## config.mk

```make
export PLATFORM = sky130hd
export DESIGN_NAME = rx_record_writer
export DESIGN_NICKNAME = d
export VERILOG_FILES = /design/src/rtl/rxw_pkg.sv /design/src/rtl/rxw_admit.sv /design/src/rtl/rxw_crc.sv /design/src/rtl/rxw_seq.sv /design/src/rtl/rx_record_writer.sv
export SDC_FILE = /design/constraint.sdc
export NUM_CORES = 1
export LEC_CHECK = 0
export BUFFER_PORTS_ARGS = -buffer_cell sky130_fd_sc_hd__buf_2
export CORE_UTILIZATION = 25
export DETAILED_ROUTE_END_ITERATION = 10
export GPL_TIMING_DRIVEN = 0
export PLACE_DENSITY = 0.39
export REMOVE_ABC_BUFFERS = 1
export SLEW_MARGIN = 10
export SYNTH_ARGS = -nofsm -noshare
export SYNTH_HDL_FRONTEND = slang
export SYNTH_HIERARCHICAL = 1
export SYNTH_SLANG_ARGS = --single-unit
```

## constraint.sdc

```tcl
create_clock -name clk -period 11 [get_ports clk]
set_clock_uncertainty 0.1 [all_clocks]
set_input_delay 1.65 -clock clk [delete_from_list [all_inputs] [get_ports clk]]
set_output_delay 1.65 -clock clk [all_outputs]
set_load 0.01 [all_outputs]
```

## src/rtl/rxw_pkg.sv

```systemverilog
package rxw_pkg;

  typedef enum logic [2:0] {
    S_IDLE, S_HDR, S_PAYLOAD, S_PAD, S_CRC, S_TRAILER, S_DONE, S_DISCARD
  } rxw_state_e;

  // Record byte count: data area plus header, trailer and optional FCS.
  function automatic logic [15:0] rec_bytes(input logic [15:0] len,
                                            input logic [15:0] min_len,
                                            input logic        keep_fcs);
    logic [15:0] body;
    body = (len < min_len) ? min_len : (len & 16'hFFFE);
    return body + 16'd6 + (keep_fcs ? 16'd4 : 16'd0);
  endfunction

  // Status word: odd-length flag and oversize flag.
  function automatic logic [15:0] rec_status(input logic [15:0] len,
                                             input logic [15:0] max_len);
    logic [15:0] s;
    s     = '0;
    s[12] = len[0];
    s[11] = (len > max_len);
    return s;
  endfunction

  // One byte step of the reflected CRC-32.
  function automatic logic [31:0] crc_step(input logic [31:0] c,
                                           input logic [7:0]  b);
    logic [31:0] r;
    r = c ^ {24'h0, b};
    for (int k = 0; k < 8; k++) begin
      r = r[0] ? ((r >> 1) ^ 32'hEDB88320) : (r >> 1);
    end
    return r;
  endfunction

endpackage

```

## src/rtl/rxw_admit.sv

```systemverilog
module rxw_admit
  import rxw_pkg::*;
#(
  parameter int LEN_W      = 11,
  parameter int PAGE_BYTES = 2048,
  parameter int MIN_FRAME  = 64,
  parameter int MAX_FRAME  = 1518
) (
  input  logic [LEN_W-1:0] frame_len,
  input  logic             rx_enable,
  input  logic             soft_reset,
  input  logic             keep_fcs,
  input  logic             page_avail,
  output logic             drop,
  output logic [15:0]      count,
  output logic [15:0]      status,
  output logic             is_short
);
  localparam logic [15:0] MINL  = 16'(MIN_FRAME);
  localparam logic [15:0] MAXL  = 16'(MAX_FRAME);
  localparam logic [15:0] LIMIT = 16'(PAGE_BYTES);

  logic [15:0] len16;
  assign len16    = 16'(frame_len);
  assign count    = rec_bytes(len16, MINL, keep_fcs);
  assign status   = rec_status(len16, MAXL);
  assign is_short = (len16 < MINL);
  assign drop     = !rx_enable || soft_reset || !page_avail || (count > LIMIT);
endmodule

```

## src/rtl/rxw_crc.sv

```systemverilog
module rxw_crc
  import rxw_pkg::*;
(
  input  logic        clk,
  input  logic        rst_n,
  input  logic        clear,
  input  logic        en,
  input  logic [7:0]  din,
  output logic [31:0] fcs
);
  logic [31:0] acc_q;

  always_ff @(posedge clk or negedge rst_n) begin
    if (!rst_n)     acc_q <= '1;
    else if (clear) acc_q <= '1;
    else if (en)    acc_q <= crc_step(acc_q, din);
  end

  assign fcs = ~acc_q;
endmodule

```

## src/rtl/rxw_seq.sv

```systemverilog
module rxw_seq
  import rxw_pkg::*;
#(
  parameter int LEN_W     = 11,
  parameter int PG_W      = 2,
  parameter int ADDR_W    = 11,
  parameter int MIN_FRAME = 64
) (
  input  logic              clk,
  input  logic              rst_n,
  input  logic              frame_valid,
  input  logic [LEN_W-1:0]  frame_len,
  input  logic              drop,
  input  logic [15:0]       count,
  input  logic [15:0]       status,
  input  logic              is_short,
  input  logic              keep_fcs,
  input  logic [PG_W-1:0]   page_id,
  input  logic              byte_valid,
  input  logic [7:0]        byte_data,
  input  logic [31:0]       fcs,
  output logic              frame_ready,
  output logic              byte_ready,
  output logic              page_take,
  output logic              buf_we,
  output logic [PG_W-1:0]   buf_page,
  output logic [ADDR_W-1:0] buf_addr,
  output logic [7:0]        buf_wdata,
  output logic              q_push,
  output logic [PG_W-1:0]   q_page,
  output logic              irq_set,
  output logic              crc_clear,
  output logic              crc_en,
  output logic [7:0]        crc_din,
  output logic [15:0]       rec_len
);
  localparam logic [ADDR_W-1:0] PAD_LAST = ADDR_W'(4 + MIN_FRAME - 1);

  rxw_state_e        state_q, state_d;
  logic [LEN_W-1:0]  len_q, pos_q;
  logic [PG_W-1:0]   page_q;
  logic              keep_q, short_q, odd_q;
  logic [15:0]       count_q, status_q;
  logic [7:0]        held_q;
  logic [ADDR_W-1:0] wa_q;
  logic [1:0]        idx_q;

  logic              last_byte;
  logic              long_odd;
  logic [ADDR_W-1:0] odd_slot;
  logic              at_odd_slot;

  assign last_byte   = (pos_q == (len_q - LEN_W'(1)));
  assign long_odd    = odd_q && !short_q;
  assign odd_slot    = ADDR_W'(4) + ADDR_W'({len_q[LEN_W-1:1], 1'b0});
  assign at_odd_slot = odd_q && (wa_q == odd_slot);

  always_comb begin
    state_d     = state_q;
    frame_ready = 1'b0;
    byte_ready  = 1'b0;
    page_take   = 1'b0;
    buf_we      = 1'b0;
    buf_wdata   = 8'h00;
    q_push      = 1'b0;
    crc_clear   = 1'b0;
    crc_en      = 1'b0;
    crc_din     = byte_data;
    unique case (state_q)
      S_IDLE: begin
        frame_ready = 1'b1;
        if (frame_valid) begin
          if (drop) begin
            state_d = (frame_len == '0) ? S_IDLE : S_DISCARD;
          end else begin
            page_take = 1'b1;
            crc_clear = 1'b1;
            state_d   = S_HDR;
          end
        end
      end
      S_HDR: begin
        buf_we = 1'b1;
        unique case (idx_q)
          2'd0:    buf_wdata = status_q[7:0];
          2'd1:    buf_wdata = status_q[15:8];
          2'd2:    buf_wdata = count_q[7:0];
          default: buf_wdata = count_q[15:8];
        endcase
        if (idx_q == 2'd3) state_d = (len_q == '0) ? S_PAD : S_PAYLOAD;
      end
      S_PAYLOAD: begin
        byte_ready = 1'b1;
        if (byte_valid) begin
          crc_en    = 1'b1;
          buf_we    = !(last_byte && odd_q);
          buf_wdata = byte_data;
          if (last_byte) begin
            if (short_q)     state_d = S_PAD;
            else if (keep_q) state_d = S_CRC;
            else             state_d = S_TRAILER;
          end
        end
      end
      S_PAD: begin
        buf_we    = 1'b1;
        buf_wdata = at_odd_slot ? held_q : 8'h00;
        crc_en    = !at_odd_slot;
        crc_din   = 8'h00;
        if (wa_q == PAD_LAST) state_d = keep_q ? S_CRC : S_TRAILER;
      end
      S_CRC: begin
        buf_we    = 1'b1;
        buf_wdata = fcs[8*idx_q +: 8];
        if (idx_q == 2'd3) state_d = S_TRAILER;
      end
      S_TRAILER: begin
        buf_we = 1'b1;
        if (idx_q == 2'd0) buf_wdata = long_odd ? held_q : 8'h00;
        else               buf_wdata = long_odd ? 8'h60 : 8'h40;
        if (idx_q == 2'd1) state_d = S_DONE;
      end
      S_DONE: begin
        q_push  = 1'b1;
        state_d = S_IDLE;
      end
      S_DISCARD: begin
        byte_ready = 1'b1;
        if (byte_valid && last_byte) state_d = S_IDLE;
      end
      default: state_d = S_IDLE;
    endcase
  end

  always_ff @(posedge clk or negedge rst_n) begin
    if (!rst_n) begin
      state_q  <= S_IDLE;
      len_q    <= '0;
      pos_q    <= '0;
      page_q   <= '0;
      keep_q   <= 1'b0;
      short_q  <= 1'b0;
      odd_q    <= 1'b0;
      count_q  <= '0;
      status_q <= '0;
      held_q   <= '0;
      wa_q     <= '0;
      idx_q    <= '0;
    end else begin
      state_q <= state_d;
      if (state_d != state_q) idx_q <= '0;
      else                    idx_q <= idx_q + 2'd1;
      if (state_q == S_IDLE && frame_valid) begin
        len_q <= frame_len;
        pos_q <= '0;
      end
      if (page_take) begin
        page_q   <= page_id;
        keep_q   <= keep_fcs;
        short_q  <= is_short;
        odd_q    <= frame_len[0];
        count_q  <= count;
        status_q <= status;
        wa_q     <= '0;
      end else if (buf_we) begin
        wa_q <= wa_q + ADDR_W'(1);
      end
      if (byte_ready && byte_valid) begin
        pos_q <= pos_q + LEN_W'(1);
        if (state_q == S_PAYLOAD && last_byte) held_q <= byte_data;
      end
    end
  end

  assign buf_page = page_q;
  assign buf_addr = wa_q;
  assign q_page   = page_q;
  assign irq_set  = q_push;
  assign rec_len  = count_q;
endmodule

```

## src/rtl/rx_record_writer.sv

```systemverilog
module rx_record_writer #(
  parameter int  LEN_W      = 11,
  parameter int  PAGES      = 4,
  parameter int  PAGE_BYTES = 2048,
  parameter int  MIN_FRAME  = 64,
  parameter int  MAX_FRAME  = 1518,
  localparam int PG_W       = (PAGES > 1) ? $clog2(PAGES) : 1,
  localparam int ADDR_W     = $clog2(PAGE_BYTES)
) (
  input  logic              clk,
  input  logic              rst_n,
  input  logic              rx_enable,
  input  logic              soft_reset,
  input  logic              strip_crc,
  input  logic              frame_valid,
  input  logic [LEN_W-1:0]  frame_len,
  output logic              frame_ready,
  input  logic              byte_valid,
  input  logic [7:0]        byte_data,
  output logic              byte_ready,
  input  logic              page_avail,
  input  logic [PG_W-1:0]   page_id,
  output logic              page_take,
  output logic              buf_we,
  output logic [PG_W-1:0]   buf_page,
  output logic [ADDR_W-1:0] buf_addr,
  output logic [7:0]        buf_wdata,
  output logic              q_push,
  output logic [PG_W-1:0]   q_page,
  output logic              irq_set
);
  logic        drop_w, short_w;
  logic [15:0] count_w, status_w;
  logic        crc_clear, crc_en;
  logic [7:0]  crc_din;
  logic [31:0] fcs_w;
  logic [15:0] rec_len;
  logic        keep_fcs;

  assign keep_fcs = !strip_crc;

  rxw_admit #(
    .LEN_W(LEN_W), .PAGE_BYTES(PAGE_BYTES),
    .MIN_FRAME(MIN_FRAME), .MAX_FRAME(MAX_FRAME)
  ) u_admit (
    .frame_len (frame_len),
    .rx_enable (rx_enable),
    .soft_reset(soft_reset),
    .keep_fcs  (keep_fcs),
    .page_avail(page_avail),
    .drop      (drop_w),
    .count     (count_w),
    .status    (status_w),
    .is_short  (short_w)
  );

  rxw_crc u_crc (
    .clk  (clk),
    .rst_n(rst_n),
    .clear(crc_clear),
    .en   (crc_en),
    .din  (crc_din),
    .fcs  (fcs_w)
  );

  rxw_seq #(
    .LEN_W(LEN_W), .PG_W(PG_W), .ADDR_W(ADDR_W), .MIN_FRAME(MIN_FRAME)
  ) u_seq (
    .clk        (clk),
    .rst_n      (rst_n),
    .frame_valid(frame_valid),
    .frame_len  (frame_len),
    .drop       (drop_w),
    .count      (count_w),
    .status     (status_w),
    .is_short   (short_w),
    .keep_fcs   (keep_fcs),
    .page_id    (page_id),
    .byte_valid (byte_valid),
    .byte_data  (byte_data),
    .fcs        (fcs_w),
    .frame_ready(frame_ready),
    .byte_ready (byte_ready),
    .page_take  (page_take),
    .buf_we     (buf_we),
    .buf_page   (buf_page),
    .buf_addr   (buf_addr),
    .buf_wdata  (buf_wdata),
    .q_push     (q_push),
    .q_page     (q_page),
    .irq_set    (irq_set),
    .crc_clear  (crc_clear),
    .crc_en     (crc_en),
    .crc_din    (crc_din),
    .rec_len    (rec_len)
  );
endmodule

```

**Word level (Yosys, flattened, before mapping)**

Index checks and enable logic that the tools add are counted.
Widths: inputs -> output; s select.

- Register bits: 101
- Logic and storage cells: 123

- Add/subtract/negate cells: 7
- Bitwise gates (word level): 10
- Shift operators: 1
- Equal/unequal tests: 14
- Multiplexer cells: 49
- $lt $le $gt $ge: 3
- Reduce and logical (&&, ||, !) cells: 26

Operators with widths:

| cell | count |
|---|---|
| $mux 32 | 10 |
| $not 13->14 | 8 |
| $mux 11 | 5 |
| $mux 8 | 5 |
| $pmux 8 s5 | 1 |
| $mux 3 | 12 |
| $not 32->32 | 1 |
| $shiftx 32x6->8 | 1 |
| $xor 32x8->32 | 1 |
| $pmux 3 s8 | 1 |
| $pmux 8 s3 | 1 |
| $add 11x1->11 const B | 2 |
| $eq 11x11->1 | 2 |
| $logic_not 11->1 | 2 |
| $add 16x16->16 | 1 |
| $add 16x3->16 const B | 1 |
| $gt 16x12->1 const B | 1 |
| $eq 3x3->1 const B | 4 |
| $add 3x11->11 const A | 1 |
| $eq 11x7->1 const B | 1 |
| $gt 11x11->1 const B | 1 |
| $lt 11x7->1 const B | 1 |
| $sub 11x1->11 const B | 1 |
| $mux 1 | 10 |
| other kinds (18) | 36 |

**Longest topological paths before layout**

Gate-level depths: netlist of the first run.

- Word-level depth: 21
- Mapped depth: 19

**By module**

Netlist of the first run, hierarchy kept.

Modules (own cells, without submodules):

| module | area each (sq um) | cells each | times used | sequential area each (sq um) |
|---|---|---|---|---|
| rxw_seq | 5,122.4 | 573 | 1 | 2,077.0 |
| rxw_crc | 2,224.6 | 209 | 1 | 840.8 |
| rxw_admit | 525.5 | 75 | 1 | 0.0 |
| rx_record_writer | 3.8 | 1 | 1 | 0.0 |

**Least setup slack after synthesis of the first run**

No wires, ideal clock.

- Path type: in2out
- Start point: in frame_len[9]
- End point: out page_take
- Stages on the path: 16
- Arrival time: 4.948 ns
- Setup slack: 4.302 ns
- Cell sequence: or4_4 -> or2_4 -> nand2_1 -> ha_1 -> inv_1 -> ha_1 -> inv_1 -> fa_1 -> nand3b_1 -> nor4_1 -> a22oi_1 -> or2_2 -> buf_2 -> clkinv_1 -> clkbuf_1 -> buf_4

- Word-level cells in the longest chain between the ends: 9

RTL lines:

| what | RTL line | text |
|---|---|---|
| start, declared | rx_record_writer.sv:16 | `input logic [LEN_W-1:0] frame_len,` |
| $lt 11x7->1 | rxw_pkg.sv:12 | `body = (len < min_len) ? min_len : (len & 16'hFFFE);` |
| $mux 11 (*) | rxw_pkg.sv:12 |  |
| $add 16x3->16 (*) | rxw_pkg.sv:13 | `return body + 16'd6 + (keep_fcs ? 16'd4 : 16'd0);` |
| $add 16x16->16 (*) | rxw_pkg.sv:13 |  |
| $gt 16x12->1 (*) | rxw_admit.sv:28 | `assign drop = !rx_enable \|\| soft_reset \|\| !page_avail \|\| (count > LIMIT);` |
| $logic_or 1x1->1 (*) | rxw_admit.sv:28 |  |
| net drop_w | rx_record_writer.sv:32 | `logic drop_w, short_w;` |
| $mux 1 (*) (3 in a row) | - |  |
| end, declared | rx_record_writer.sv:23 | `output logic page_take,` |

The timed path passes the listed nets; every way through them passes the cells marked *.

**Worst setup path in the final report of the first run**

- Start point: in frame_len[9]
- End point: out page_take

- Word-level cells in the longest chain between the ends: 9

RTL lines:

| what | RTL line | text |
|---|---|---|
| $lt 11x7->1 | rxw_pkg.sv:12 |  |
| $mux 11 (*) | rxw_pkg.sv:12 |  |
| $add 16x3->16 (*) | rxw_pkg.sv:13 |  |
| $add 16x16->16 (*) | rxw_pkg.sv:13 |  |
| $gt 16x12->1 (*) | rxw_admit.sv:28 |  |
| $logic_or 1x1->1 (*) | rxw_admit.sv:28 |  |
| net drop_w | rx_record_writer.sv:32 |  |
| $mux 1 (*) | rxw_seq.sv:73 | `if (drop) begin` |
| $mux 1 (*) | rxw_seq.sv:72 | `if (frame_valid) begin` |
| $mux 1 (*) | rxw_seq.sv:69 | `unique case (state_q)` |

Marked as above.

==> run summary, run 1 <==
POWER
----------------------------------------------------------------------------------------
Clock power share .........................................................        0.190
Cell internal power dissipation ...........................................     1.852 mW
Switching share of power ..................................................       0.4178
VDD IR max ................................................................    0.1469 mV
Sequential share of power .................................................        0.266
Total power ...............................................................     3.180 mW
Leakage power .............................................................     4.045 nW
Switching power ...........................................................     1.329 mW
Total power per unit cell area ............................................ 349.0 nW/um^2
Combinational share of power ..............................................        0.544

WORST SETUP PATH
----------------------------------------------------------------------------------------
Endpoint type of the worst setup path .....................................   output pin
Req. time, crit path ......................................................      9.25 ns
Sort of element at the start of the critical path .........................    input pin
WP data arrival ...........................................................      6.08 ns
Critical-path maximum fanout ..............................................           44
Crit Path Category ........................................................ input pin to output pin

STA
----------------------------------------------------------------------------------------
Number of pins with negative max-slew slack in the final report ...........            0
Worst slew margin relative to its limit ...................................       0.1353
Fin. Hold Viols ...........................................................            0
Portion of the clock cycle consumed by the worst path in the final layout .       0.7115
Total Neg Setup Slack .....................................................         0 ns
Crit path time final ......................................................     7.826 ns
Transition time at the pin with the least slew margin .....................     1.294 ns
RSZ-0062 raised after global routing ......................................           no
Fin worst setup slack .....................................................     3.174 ns
Finish-stage setup viols ..................................................            0
Maximum frequency from static timing analysis .............................    127.8 MHz

PLACED DESIGN
----------------------------------------------------------------------------------------
Pre-CTS setup slack .......................................................     2.938 ns
Final estimated routing congestion in global placement ....................       0.7709
HPWL after detailed placement .............................................    15,570 um
IO buf count ..............................................................           57

CLOCK TREE
----------------------------------------------------------------------------------------
Worst-path clk slew .......................................................      0.05 ns
Resized cells post-CTS ....................................................            0
CTS Hold Buffers Added ....................................................            0
Clk sinks .................................................................          115
Maximum level of the CTS H-tree ...........................................            4
CTS tree ..................................................................         done
Number of setup buffers added after CTS ...................................            0
Root buffer cell .......................................................... sky130_fd_sc_hd__clkbuf_16
Clock latency on the worst-skew pair ......................................      0.42 ns
Maximum buffer depth of the clock tree ....................................            2
Number of buffers created by CTS ..........................................           17

GLOBAL ROUTE
----------------------------------------------------------------------------------------
Number of global-route vias before repair .................................        5,984
Antenna violations before repair ..........................................            0
Remaining global-route overflow ...........................................            0
Overall global routing resource usage .....................................       0.1440
Wire length of the first global-routing pass ..............................    36,160 um
Largest net degree at the start of global routing .........................           62

SYNTHESIS
----------------------------------------------------------------------------------------
Cell type with the largest total area after synthesis ..................... sky130_fd_sc_hd__dfrtp_1
Post-synthesis cell count .................................................          858
Total of flip-flops plus latches after synthesis ..........................          115
Seq/Total Area, Yosys .....................................................       0.3705
Number of synthesized flops with an enable pin ............................            0
Share of synthesized registers carrying an async set or reset .............        1.000
Netlist area before placement .............................................   7876 sq um
Area contributors post-synth .............................................. sky130_fd_sc_hd__dfrtp_1 (26%), sky130_fd_sc_hd__dfstp_2 (11%), sky130_fd_sc_hd__nand2_1 (8.3%)
Synthesis Warnings ........................................................            6
Count of cell types in the netlist ........................................           80
Dominant cell by count in the synthesized netlist ......................... sky130_fd_sc_hd__nand2_1
Synthesized area per cell .................................................  9.180 sq um
Most numerous cell types in the synthesized netlist ....................... sky130_fd_sc_hd__nand2_1 (174), sky130_fd_sc_hd__dfrtp_1 (83), sky130_fd_sc_hd__xnor2_1 (61), sky130_fd_sc_hd__inv_1 (57), sky130_fd_sc_hd__nor2_1 (36)
Top cell type's share of synthesized area .................................       0.2637
Post-synth top flop ....................................................... sky130_fd_sc_hd__dfrtp_1

ROUTE
----------------------------------------------------------------------------------------
Overall via count from detail_route .......................................        6,113
Number of DRC violations after detailed routing ...........................            4
First-pass iteration count of the detailed router .........................            8
Top layer reached by signal wires .........................................         met4
Routed wire per std cell ..................................................     17.30 um
DR iter-0 viols ...........................................................          437
Met3 routed wirelength ....................................................       691 um
Detail-routed via count per cell ..........................................        4.717
Final wirelength ..........................................................    22,420 um
Antenna viol nets, final ..................................................            0
DRT met1 WL ...............................................................    11,230 um
Total length of routed met2 wires .........................................    10,250 um

STATUS
----------------------------------------------------------------------------------------
Failing checks ............................................................ design-rule violations
Status .................................................................... finished with violations

FLOORPLAN
----------------------------------------------------------------------------------------
Die ar. ................................................................... 32,220 sq um
Vertical die dimension ....................................................     179.5 um
Top-Level Pins ............................................................           58
Placeable core region ..................................................... 30,830 sq um
Placement row count .......................................................           64
Initial core utilization ..................................................       0.2555
Overall die width .........................................................     179.5 um

HOLD PATH
----------------------------------------------------------------------------------------
Class of the most critical hold timing path ............................... register to register

FINISH
----------------------------------------------------------------------------------------
Proportion of layout cells with a drive suffix above 1 ....................       0.2100
Relative area change from synthesis to final layout .......................       15.71%
N_diodes ..................................................................            0
Total Nets Final ..........................................................          929

FLOW RUN
----------------------------------------------------------------------------------------
Maxcap violations .........................................................            0

-- worst max-delay path, cell delays in order --
cell                       delay, ns
sky130_fd_sc_hd__buf_2          0.15
sky130_fd_sc_hd__or4_4          0.57
sky130_fd_sc_hd__or2_4          0.28
sky130_fd_sc_hd__nand2_1        0.08
sky130_fd_sc_hd__ha_1           0.22
sky130_fd_sc_hd__inv_1          0.05
sky130_fd_sc_hd__ha_1           0.17
sky130_fd_sc_hd__inv_1          0.06
sky130_fd_sc_hd__fa_1           0.49
sky130_fd_sc_hd__nand3b_1       0.12
sky130_fd_sc_hd__nor4_1         0.05
sky130_fd_sc_hd__a22oi_1        0.30
sky130_fd_sc_hd__or2_2          0.83
sky130_fd_sc_hd__clkinv_2       0.69
sky130_fd_sc_hd__buf_2          0.33
-- cell type report --
class / instances / area [sq um]
Fill cell: 3263 / 21720
Inverter: 58 / 219.0
Tap cell: 396 / 495.5
Sequential cell: 115 / 2918
Clock buffer: 19 / 452.9
Clock inverter: 13 / 181.4
Multi-Input combinational cell: 634 / 4461
Timing Repair Buffer: 61 / 386.6
-- state kept, by name, indices dropped and copies added (netlist names) --
name / cells
u_seq/rec_len: 16
u_seq/buf_page: 2
u_seq/buf_addr: 11
u_seq/len_q: 11
u_seq/keep_q: 1
u_seq/held_q: 8
u_seq/idx_q: 2
u_crc/acc_q: 32
u_seq/state_q: 3
u_seq/status_q: 16
u_seq/odd_q: 1
u_seq/pos_q: 11
u_seq/short_q: 1
-- power by group through the flow --
stage / clock network [mW] / registers (mW) / logic [mW]
floorplan: 0 / 0.788 / 1.36
global placement: 0 / 0.855 / 1.74
detailed placement: 0 / 0.852 / 1.74
CTS: 0.627 / 0.847 / 1.76
global route: 0.640 / 0.874 / 1.92
finish: 0.605 / 0.845 / 1.73
-- cells in the final DEF (no fill, tap or decap), types with 4 or more instances in the layout --
cell type	instances
sky130_fd_sc_hd__a211o_1	17
sky130_fd_sc_hd__a21oi_1	11
sky130_fd_sc_hd__a221o_1	8
sky130_fd_sc_hd__a222oi_1	10
sky130_fd_sc_hd__a22o_1	7
sky130_fd_sc_hd__a31oi_1	4
sky130_fd_sc_hd__and2_1	14
sky130_fd_sc_hd__buf_2	56
sky130_fd_sc_hd__bufinv_16	4
sky130_fd_sc_hd__clkbuf_16	17
sky130_fd_sc_hd__clkinvlp_4	4
sky130_fd_sc_hd__conb_1	19
sky130_fd_sc_hd__dfrtp_1	83
sky130_fd_sc_hd__dfstp_2	32
sky130_fd_sc_hd__ha_1	12
sky130_fd_sc_hd__inv_1	57
sky130_fd_sc_hd__mux2_2	21
sky130_fd_sc_hd__mux2i_1	5
sky130_fd_sc_hd__mux4_2	8
sky130_fd_sc_hd__nand2_1	174
sky130_fd_sc_hd__nand3_1	22
sky130_fd_sc_hd__nand3b_1	4
sky130_fd_sc_hd__nand4_1	5
sky130_fd_sc_hd__nor2_1	36
sky130_fd_sc_hd__nor2b_1	5
sky130_fd_sc_hd__nor3_1	12
sky130_fd_sc_hd__nor3b_1	4
sky130_fd_sc_hd__nor4_1	8
sky130_fd_sc_hd__o211ai_1	21
sky130_fd_sc_hd__o21a_1	6
sky130_fd_sc_hd__o21ai_0	29
sky130_fd_sc_hd__o31ai_1	6
sky130_fd_sc_hd__or3_1	6
sky130_fd_sc_hd__xnor2_1	61
sky130_fd_sc_hd__xnor2_2	13
sky130_fd_sc_hd__xnor2_4	4
sky130_fd_sc_hd__xor2_1	23
-- routing by layer --
metal / vias to the layer above / track usage
met4: 0 / 0.03828
met2: 112 / 0.2247
met3: 20 / 0.02674
met5: - / 0
li1: 2973 / -
met1: 3008 / 0.2032
-- stage by stage --
step	cells	utilization	hold slack [ns]	instance area, sq um
after floorplan	807	-	0.3453	7579
after global placement	1260	0.2711	0.3606	8359
after detailed placement	1264	0.2750	0.3635	8479
after CTS	1296	0.2956	0.3781	9114
after global routing	1296	0.2956	0.3881	9114
final	1296	0.2956	0.3718	9114
-- kinds of logic (layout without fill, tap and decap cells) --
family / after synthesis / count (layout) / synth area share
buffers and inverters: 127 / 151 / 0.07403
adders and majority gates: 13 / 13 / 0.02160
xor gates and xnor gates: 105 / 105 / 0.1457
DFF: 115 / 115 / 0.3705
muxes: 34 / 34 / 0.05925
AOI/OAI and AO/OA: 148 / 148 / 0.1436
other: 1 / 19 / 0.0004761
and+or+nand+nor: 315 / 315 / 0.1849
-- final timing paths --
path | start | end | slack, ns | cells after the start
worst max-delay path | frame_len[9] | page_take | 3.17 | 15
worst min-delay path | u_seq/rec_len[15] | u_seq/rec_len[15] | 0.37 | 2
worst max register to register | u_seq/state_q[0] | u_seq/idx_q[0] | 5.69 | 10
worst min register to register | u_seq/rec_len[15] | u_seq/rec_len[15] | 0.37 | 2
max in group asynchronous | rst_n | u_crc/acc_q[17] | 8.89 | 2
min in group asynchronous | rst_n | u_seq/buf_addr[4] | 1.13 | 1
No activity file was read; power rests on OpenSTA's default activity.
==> inputs of run 2 (changes only) <==
--- a/config.mk
+++ b/config.mk
@@ -5,11 +5,12 @@
 export SDC_FILE = /design/constraint.sdc
 export NUM_CORES = 1
 export LEC_CHECK = 0
+export ABC_AREA = 1
 export BUFFER_PORTS_ARGS = -buffer_cell sky130_fd_sc_hd__buf_2
 export CORE_UTILIZATION = 25
 export DETAILED_ROUTE_END_ITERATION = 10
 export GPL_TIMING_DRIVEN = 0
-export PLACE_DENSITY = 0.39
+export PLACE_DENSITY = 0.4
 export REMOVE_ABC_BUFFERS = 1
 export SLEW_MARGIN = 10
 export SYNTH_ARGS = -nofsm -noshare
==> constraint.sdc (replaced) <==
create_clock -name clk -period 7 [get_ports clk]
set_clock_uncertainty 0.1 [all_clocks]
set_input_delay 1.05 -clock clk [delete_from_list [all_inputs] [get_ports clk]]
set_output_delay 1.05 -clock clk [all_outputs]
set_load 0.01 [all_outputs]
==> run 2 against run 1 <==
Effect of this change: the flow now finishes without violations; sequential power shrank 18%; non-clock buffer count fell by 2; critical path depth is 4 higher; clock power grew 46%; worst hold slack got worse by 0.0056 ns; setup slack lost 1.5 ns; first-iteration DRC count is 0.23% lower; die area up 10%; final area is 8.5% higher; routed wire length increased by 22%; register-to-register slack got worse by 3.0 ns; via count grew 28%; critical endpoint unchanged; largest power group is now clock.
==> run summary, run 2 <==
POWER
----------------------------------------------------------------------------------------
VDD IR max ................................................................    0.1268 mV   -14%
Total power per unit cell area ............................................ 182.5 nW/um^2   -48%
Sequential share of power .................................................        0.384   +0.118
Cell internal power dissipation ...........................................     1.303 mW   -30%
Leakage power .............................................................     4.870 nW   +20%
Switching power ...........................................................    0.5019 mW   -62%
Clock power share .........................................................        0.491   +0.301
Switching share of power ..................................................       0.2781   -0.1397
Combinational share of power ..............................................        0.125   -0.419

FINISH
----------------------------------------------------------------------------------------
Total Nets Final ..........................................................        1,314   +41%
Max FFs per register ......................................................           32   unchanged
Relative area change from synthesis to final layout .......................       13.99%
Biggest register ..........................................................  u_crc/acc_q
Count of fill cells added during filler insertion .........................        3,793   +16%
Commonest non-fill, non-tap cells in the layout ........................... sky130_fd_sc_hd__nand2_1 (360), sky130_fd_sc_hd__inv_1 (137), sky130_fd_sc_hd__nor2_1 (97)
Utilization after layout ..................................................       0.2920   -0.003649
Proportion of layout cells with a drive suffix above 1 ....................       0.1860   -0.02401
N_diodes ..................................................................            0   unchanged
Commonest non-fill, non-tap cell in the layout ............................ sky130_fd_sc_hd__nand2_1

CLOCK TREE
----------------------------------------------------------------------------------------
Number of buffers created by CTS ..........................................           17   unchanged
Root buffer cell .......................................................... sky130_fd_sc_hd__clkbuf_16
Maximum buffer depth of the clock tree ....................................            2   unchanged
CTS tree ..................................................................         done
CTS Hold Buffers Added ....................................................            0   unchanged
Clock latency on the worst-skew pair ......................................      0.43 ns   about the same
Maximum level of the CTS H-tree ...........................................            4   unchanged
Resized cells post-CTS ....................................................            0   unchanged
Worst-path clk slew .......................................................      0.05 ns   about the same
Number of setup buffers added after CTS ...................................            0   unchanged
Clk sinks .................................................................          115   unchanged

SYNTHESIS
----------------------------------------------------------------------------------------
Seq/Total Area, Yosys .....................................................       0.3364   -0.03409
Count of cell types in the netlist ........................................           58   -28%
Top cell type's share of synthesized area .................................       0.2394   -0.02427
Number of synthesized flops with an enable pin ............................            0   unchanged
Synthesis Warnings ........................................................            6   unchanged
Post-synth top flop ....................................................... sky130_fd_sc_hd__dfrtp_1
Netlist area before placement .............................................   8675 sq um   +10%
Total of flip-flops plus latches after synthesis ..........................          115   unchanged
Dominant cell by count in the synthesized netlist ......................... sky130_fd_sc_hd__nand2_1
Post-synthesis cell count .................................................        1,232   +44%
Cell type with the largest total area after synthesis ..................... sky130_fd_sc_hd__dfrtp_1
Most numerous cell types in the synthesized netlist ....................... sky130_fd_sc_hd__nand2_1 (360), sky130_fd_sc_hd__inv_1 (137), sky130_fd_sc_hd__nor2_1 (99), sky130_fd_sc_hd__dfrtp_1 (83), sky130_fd_sc_hd__nand3_1 (72)
Synthesized area per cell .................................................  7.041 sq um   -23%
Share of synthesized registers carrying an async set or reset .............        1.000   unchanged
Area contributors post-synth .............................................. sky130_fd_sc_hd__dfrtp_1 (24%), sky130_fd_sc_hd__nand2_1 (16%), sky130_fd_sc_hd__dfstp_2 (9.7%)

FLOORPLAN
----------------------------------------------------------------------------------------
Die ar. ................................................................... 35,450 sq um   +10%
Overall die width .........................................................     188.3 um   +4.9%
Placeable core region ..................................................... 33,870 sq um   +9.9%
Placement row count .......................................................           67   +4.7%
Top-Level Pins ............................................................           58   unchanged
Initial core utilization ..................................................       0.2561   +0.0006538
Vertical die dimension ....................................................     188.3 um   +4.9%

GLOBAL ROUTE
----------------------------------------------------------------------------------------
Number of global-route vias before repair .................................        7,729   +29%
Largest net degree at the start of global routing .........................           62   unchanged
Remaining global-route overflow ...........................................            0   unchanged
Overall global routing resource usage .....................................       0.1624   +0.01839
Antenna violations before repair ..........................................            0   unchanged
Wire length of the first global-routing pass ..............................    44,210 um   +22%

ROUTE
----------------------------------------------------------------------------------------
Routed wire per std cell ..................................................     15.83 um   -8.5%
Antenna viol nets, final ..................................................            0   unchanged
Detail-routed via count per cell ..........................................        4.505   -4.5%
Number of DRC violations after detailed routing ...........................            0   -4
Overall via count from detail_route .......................................        7,807   +28%
First-pass iteration count of the detailed router .........................            5   -3
DR iter-0 viols ...........................................................          436   -0.23%
Final wirelength ..........................................................    27,440 um   +22%

PLACED DESIGN
----------------------------------------------------------------------------------------
IO buf count ..............................................................           57   unchanged
HPWL after detailed placement .............................................    19,830 um   +27%
Final estimated routing congestion in global placement ....................       0.8141   +5.6%
Pre-CTS setup slack .......................................................     1.201 ns   -1.737 ns

WORST SETUP PATH
----------------------------------------------------------------------------------------
Depth of the worst register-to-register path ..............................           10   unchanged
WP data arrival ...........................................................      4.18 ns   -1.90 ns
Reg2reg setup slack .......................................................      2.70 ns   -2.99 ns
Last element of the critical path .........................................    page_take
Critical-path maximum fanout ..............................................           24   -45%
Reg-to-reg startpoint ..................................................... u_seq/state_q[0]
Req. time, crit path ......................................................      5.85 ns   -3.40 ns
Source of the critical timing path ........................................ frame_len[9]
Sort of element at the start of the critical path .........................    input pin
Crit Path Category ........................................................ input pin to output pin
Endpoint type of the worst setup path .....................................   output pin
Destination of the worst register-to-register timing path ................. u_crc/acc_q[21]

STA
----------------------------------------------------------------------------------------
Fin worst setup slack .....................................................     1.665 ns   -1.508 ns
Minimum hold slack ........................................................    0.3663 ns   -0.005552 ns
Transition time at the pin with the least slew margin .....................     1.115 ns   -0.1793 ns
RSZ-0062 raised after global routing ......................................           no
Crit path time final ......................................................     5.335 ns
Worst slew margin relative to its limit ...................................       0.2549   +0.1196
Finish-stage setup viols ..................................................            0   unchanged
Number of pins with negative max-slew slack in the final report ...........            0   unchanged
Maximum frequency from static timing analysis .............................    187.5 MHz
Portion of the clock cycle consumed by the worst path in the final layout .       0.7621
Fin. Hold Viols ...........................................................            0   unchanged

HOLD PATH
----------------------------------------------------------------------------------------
Start point of the worst min-delay path ................................... u_seq/rec_len[13]
Class of the most critical hold timing path ............................... register to register

FLOW RUN
----------------------------------------------------------------------------------------
Maxcap violations .........................................................            0   unchanged

STATUS
----------------------------------------------------------------------------------------
Status .................................................................... finished, final reports clean

[run 2: cell count changes after synthesis, moves of 18 or more]
| cell | previous run | this run |
|---|---|---|
| sky130_fd_sc_hd__a21oi_1 | 11 | 53 |
| sky130_fd_sc_hd__inv_1 | 57 | 137 |
| sky130_fd_sc_hd__inv_2 | 0 | 18 |
| sky130_fd_sc_hd__mux2_2 | 21 | 1 |
| sky130_fd_sc_hd__nand2_1 | 174 | 360 |
| sky130_fd_sc_hd__nand2_2 | 0 | 35 |
| sky130_fd_sc_hd__nand3_1 | 22 | 72 |
| sky130_fd_sc_hd__nor2_1 | 36 | 99 |
| sky130_fd_sc_hd__o211ai_1 | 21 | 1 |
| sky130_fd_sc_hd__o22ai_1 | 2 | 22 |
| sky130_fd_sc_hd__xnor2_1 | 61 | 7 |
| sky130_fd_sc_hd__xor2_1 | 23 | 48 |
[run 2: per-layer routing]
layer	global-route usage	part of all wire	up-vias
li1	-	-	3959
met1	0.2226	0.49	3701
met2	0.2607	0.46	120
met3	0.02701	0.030	27
met4	0.04722	0.017	0
met5	0	0	-
[run 2: stage by stage]
stage | TNS [ns] | cell area (sq um) | total power, mW | instances
6_report | 0 | 9888 | 1.805 | 1733
5_1_grt | 0 | 9888 | 1.896 | 1733
4_1_cts | 0 | 9886 | 1.838 | 1733
3_5_place_dp | 0 | 9303 | 0.9333 | 1701
3_3_place_gp | -19.85 | 9241 | 0.9296 | 1699
2_1_floorplan | 0 | 8396 | 0.8576 | 1194
[run 2: power groups by stage]
stage	combinational, mW	sequential, mW	clock, mW
floorplan	0.156	0.701	0
global placement	0.225	0.705	0
detailed placement	0.229	0.705	0
CTS	0.230	0.693	0.915
global route	0.257	0.695	0.945
finish	0.226	0.693	0.886
[run 2: cell families after synthesis]
kind of cell    count (synthesis)  synth area share
fa+ha+maj                      13           0.01962
flops                         115            0.3364
simple gates                  662            0.3610
compound gates                162            0.1039
buf+inv                       216            0.1095
xor+xnor                       61           0.06678
mux                             2          0.002452
other cells                     1         0.0004323
[run 2: critical path, cell delays in order]
cell and delay [ns]:
sky130_fd_sc_hd__buf_2 0.16, sky130_fd_sc_hd__nor2_4 0.15, sky130_fd_sc_hd__nand3_4 0.14, sky130_fd_sc_hd__nand2_1 0.10, sky130_fd_sc_hd__ha_1 0.22, sky130_fd_sc_hd__inv_1 0.05, sky130_fd_sc_hd__ha_1 0.15, sky130_fd_sc_hd__inv_1 0.05
sky130_fd_sc_hd__fa_1 0.47, sky130_fd_sc_hd__inv_1 0.04, sky130_fd_sc_hd__or2_2 0.27, sky130_fd_sc_hd__nor2_2 0.11, sky130_fd_sc_hd__nand3_1 0.07, sky130_fd_sc_hd__nor2_1 0.10, sky130_fd_sc_hd__nand3_1 0.07, sky130_fd_sc_hd__nand2_1 0.07
sky130_fd_sc_hd__nand2_1 0.11, sky130_fd_sc_hd__nor2_4 0.52, sky130_fd_sc_hd__buf_2 0.25
[run 2: worst min path at each step]
stage	end	depth (start not counted)
global route	u_seq/status_q[11]	2
finish	u_seq/rec_len[13]	2
global placement	u_seq/rec_len[13]	2
floorplan	u_seq/rec_len[10]	2
CTS	u_seq/rec_len[13]	2
detailed placement	u_seq/rec_len[13]	2
[run 2: final cells by class]
| cell class | count | area, sq um | area share |
|---|---|---|---|
| repair buffers | 59 | 339.1 | 0.03429 |
| inverters | 160 | 603.1 | 0.06099 |
| clock inverters | 8 | 101.3 | 0.01025 |
| clock buffers | 24 | 481.7 | 0.04872 |
| multi-input cells | 919 | 4885 | 0.4940 |
| flip-flops and latches | 115 | 2918 | 0.2951 |
| well taps | 448 | 560.5 | 0.05669 |
==> inputs of run 3 (changes only) <==
==> constraint.sdc (replaced) <==
create_clock -name clk -period 4.7 [get_ports clk]
set_clock_uncertainty 0.1 [all_clocks]
set_input_delay 0.705 -clock clk [delete_from_list [all_inputs] [get_ports clk]]
set_output_delay 0.705 -clock clk [all_outputs]
set_load 0.01 [all_outputs]
==> run 3 against run 2 <==
Effect of this change: sequential cell count unchanged; sequential share of layout area decreased by 0.25 points; register-to-register slack got worse by 1.6 ns.
==> run summary, run 3 (synthesis gave the netlist of run 2 again) <==
PLACED DESIGN
----------------------------------------------------------------------------------------
HPWL after detailed placement .............................................    19,830 um   unchanged
Pre-CTS setup slack .......................................................   -0.7540 ns   -1.955 ns
Post-Place Cell Area ......................................................   9303 sq um   unchanged
IO buf count ..............................................................           57   unchanged
Final estimated routing congestion in global placement ....................       0.8141   unchanged

FINISH
----------------------------------------------------------------------------------------
Total Nets Final ..........................................................        1,322   +0.61%
N_diodes ..................................................................            0   unchanged
Max FFs per register ......................................................           32   unchanged
Commonest non-fill, non-tap cells in the layout ........................... sky130_fd_sc_hd__nand2_1 (359), sky130_fd_sc_hd__inv_1 (136), sky130_fd_sc_hd__nor2_1 (97)
Relative area change from synthesis to final layout .......................       14.97%
Count of fill cells added during filler insertion .........................        3,797   +0.11%
Commonest non-fill, non-tap cell in the layout ............................ sky130_fd_sc_hd__nand2_1
Biggest register ..........................................................  u_crc/acc_q
Area of all placed cells without fillers ..................................   9973 sq um   +0.86%
Proportion of layout cells with a drive suffix above 1 ....................       0.1933   +0.007357

CLOCK TREE
----------------------------------------------------------------------------------------
Root buffer cell .......................................................... sky130_fd_sc_hd__clkbuf_16
Worst-path clk slew .......................................................      0.06 ns   about the same
Number of buffers created by CTS ..........................................           17   unchanged
Clk sinks .................................................................          115   unchanged
CTS tree ..................................................................         done
Maximum level of the CTS H-tree ...........................................            4   unchanged
Maximum buffer depth of the clock tree ....................................            2   unchanged
Clock latency on the worst-skew pair ......................................      0.43 ns   about the same

WORST SETUP PATH
----------------------------------------------------------------------------------------
Reg-to-reg startpoint ..................................................... u_seq/state_q[0]
WP data arrival ...........................................................      3.63 ns   -0.55 ns
Critical-path maximum fanout ..............................................           12   -50%
Crit Path Category ........................................................ input pin to output pin
Reg2reg setup slack .......................................................      1.07 ns   -1.63 ns
Source of the critical timing path ........................................ frame_len[9]
Req. time, crit path ......................................................      3.89 ns   -1.96 ns
Depth of the worst register-to-register path ..............................           11   +1
Endpoint type of the worst setup path .....................................   output pin
Sort of element at the start of the critical path .........................    input pin

STA
----------------------------------------------------------------------------------------
Maximum frequency from static timing analysis .............................    225.5 MHz
Portion of the clock cycle consumed by the worst path in the final layout .       0.9435
RSZ-0062 raised after global routing ......................................           no
Number of pins with negative max-slew slack in the final report ...........            0   unchanged
Crit path time final ......................................................     4.435 ns
Fin. Hold Viols ...........................................................            0   unchanged
Finish-stage setup viols ..................................................            0   unchanged
Fin worst setup slack .....................................................    0.2654 ns   -1.400 ns
Worst slew margin relative to its limit ...................................       0.1873   -0.06761
Transition time at the pin with the least slew margin .....................     1.216 ns   +0.1012 ns

FLOORPLAN
----------------------------------------------------------------------------------------
Placeable core region ..................................................... 33,870 sq um   unchanged
Placement row count .......................................................           67   unchanged
Overall die width .........................................................     188.3 um   unchanged
Initial core utilization ..................................................       0.2561   unchanged
Top-Level Pins ............................................................           58   unchanged
Vertical die dimension ....................................................     188.3 um   unchanged
Die ar. ................................................................... 35,450 sq um   unchanged

ROUTE
----------------------------------------------------------------------------------------
Overall via count from detail_route .......................................        7,858   +0.65%
DR iter-0 viols ...........................................................          484   +11%
Final wirelength ..........................................................    27,830 um   +1.4%
Antenna viol nets, final ..................................................            0   unchanged
Routed wire per std cell ..................................................     15.98 um   +0.94%
Detail-routed via count per cell ..........................................        4.513   +0.19%
Number of DRC violations after detailed routing ...........................            0   unchanged
First-pass iteration count of the detailed router .........................            5   unchanged

FLOW RUN
----------------------------------------------------------------------------------------
Maxcap violations .........................................................            0   unchanged

GLOBAL ROUTE
----------------------------------------------------------------------------------------
Largest net degree at the start of global routing .........................           62   unchanged
Wire length of the first global-routing pass ..............................    44,380 um   +0.39%
Number of global-route vias before repair .................................        7,740   +0.14%
Overall global routing resource usage .....................................       0.1632   +0.0007602
Antenna violations before repair ..........................................            0   unchanged
Remaining global-route overflow ...........................................            0   unchanged

POWER
----------------------------------------------------------------------------------------
VDD IR max ................................................................    0.1892 mV   +49%
Clock power share .........................................................        0.491   about the same
Switching power ...........................................................    0.7498 mW   +49%
Sequential share of power .................................................        0.384   about the same
Combinational share of power ..............................................        0.125   about the same
Total power per unit cell area ............................................ 269.8 nW/um^2   +48%
Switching share of power ..................................................       0.2787   +0.0006229
Leakage power .............................................................     4.896 nW   +0.52%
Cell internal power dissipation ...........................................     1.941 mW   +49%

HOLD PATH
----------------------------------------------------------------------------------------
Class of the most critical hold timing path ............................... input pin to asynchronous set/reset pin

STATUS
----------------------------------------------------------------------------------------
Status .................................................................... finished, final reports clean

==> run 3: repair_timing <==
item,4_1_cts,5_1_grt
gates cloned,1,1
hold buffers,0,0
pin swaps,1,2
setup buffers,0,6
endpoints found under the setup margin,23,24
gates resized for setup,4,3
hold endpoints to repair,0,0
==> run 3: stage by stage <==
step	setup TNS (ns)	power, mW	std cells	hold WS (ns)	utilization
2_1_floorplan	-9.440	1.277	1194	0.3094	-
3_3_place_gp	-176.57	1.385	1699	0.3514	0.2729
3_5_place_dp	-15.62	1.390	1701	0.3534	0.2747
4_1_cts	0	2.738	1734	0.1976	0.2925
5_1_grt	0	2.825	1741	0.2152	0.2945
6_report	0	2.691	1741	0.1709	0.2945
==> run 3: area by class of cell <==
type,instances,area [sq um],area share
clock buffers,24,481.7,0.04830
clock inverters,8,101.3,0.01016
inverters,160,610.6,0.06122
multi-input cells,920,4903,0.4917
flip-flops and latches,115,2918,0.2926
well taps,448,560.5,0.05620
repair buffers,65,390.4,0.03914
repair inverters,1,7.507,0.0007527
==> run 3: final timing paths <==
| kind | end |
|---|---|
| worst min register to register | u_seq/rec_len[13] |
| worst min-delay path | u_seq/buf_addr[4] |
| worst max-delay path | page_take |
| worst max register to register | u_crc/acc_q[5] |
| max in group asynchronous | u_crc/acc_q[5] |
| min in group clk | u_seq/rec_len[13] |
==> run 3: worst max-delay path: stages <==
cell and delay [ns]:
sky130_fd_sc_hd__buf_2 0.16, sky130_fd_sc_hd__nor2_4 0.15, sky130_fd_sc_hd__nand3_4 0.14, sky130_fd_sc_hd__nand2_1 0.10
sky130_fd_sc_hd__ha_1 0.22, sky130_fd_sc_hd__inv_1 0.05, sky130_fd_sc_hd__ha_1 0.15, sky130_fd_sc_hd__inv_1 0.05
sky130_fd_sc_hd__fa_1 0.47, sky130_fd_sc_hd__inv_1 0.04, sky130_fd_sc_hd__or2_2 0.27, sky130_fd_sc_hd__nor2_2 0.11
sky130_fd_sc_hd__nand3_1 0.07, sky130_fd_sc_hd__nor2_1 0.10, sky130_fd_sc_hd__nand3_1 0.07, sky130_fd_sc_hd__nand2_1 0.09
sky130_fd_sc_hd__nand2_2 0.11, sky130_fd_sc_hd__nor2_4 0.38, sky130_fd_sc_hd__buf_6 0.17
==> run 3: power groups by stage <==
stage	clock, mW	sequential, mW	combinational [mW]
6_report	1.32	1.03	0.337
5_1_grt	1.41	1.03	0.384
4_1_cts	1.36	1.03	0.342
3_5_place_dp	0	1.05	0.341
3_3_place_gp	0	1.05	0.335
2_1_floorplan	0	1.04	0.233
==> run 3: layer usage <==
layer / vias up / track usage / wire length [um]
met5: - / 0 / 0
met4: 0 / 0.04472 / 404
met3: 25 / 0.02701 / 818
met2: 126 / 0.2627 / 12880
met1: 3730 / 0.2241 / 13730
li1: 3977 / - / -
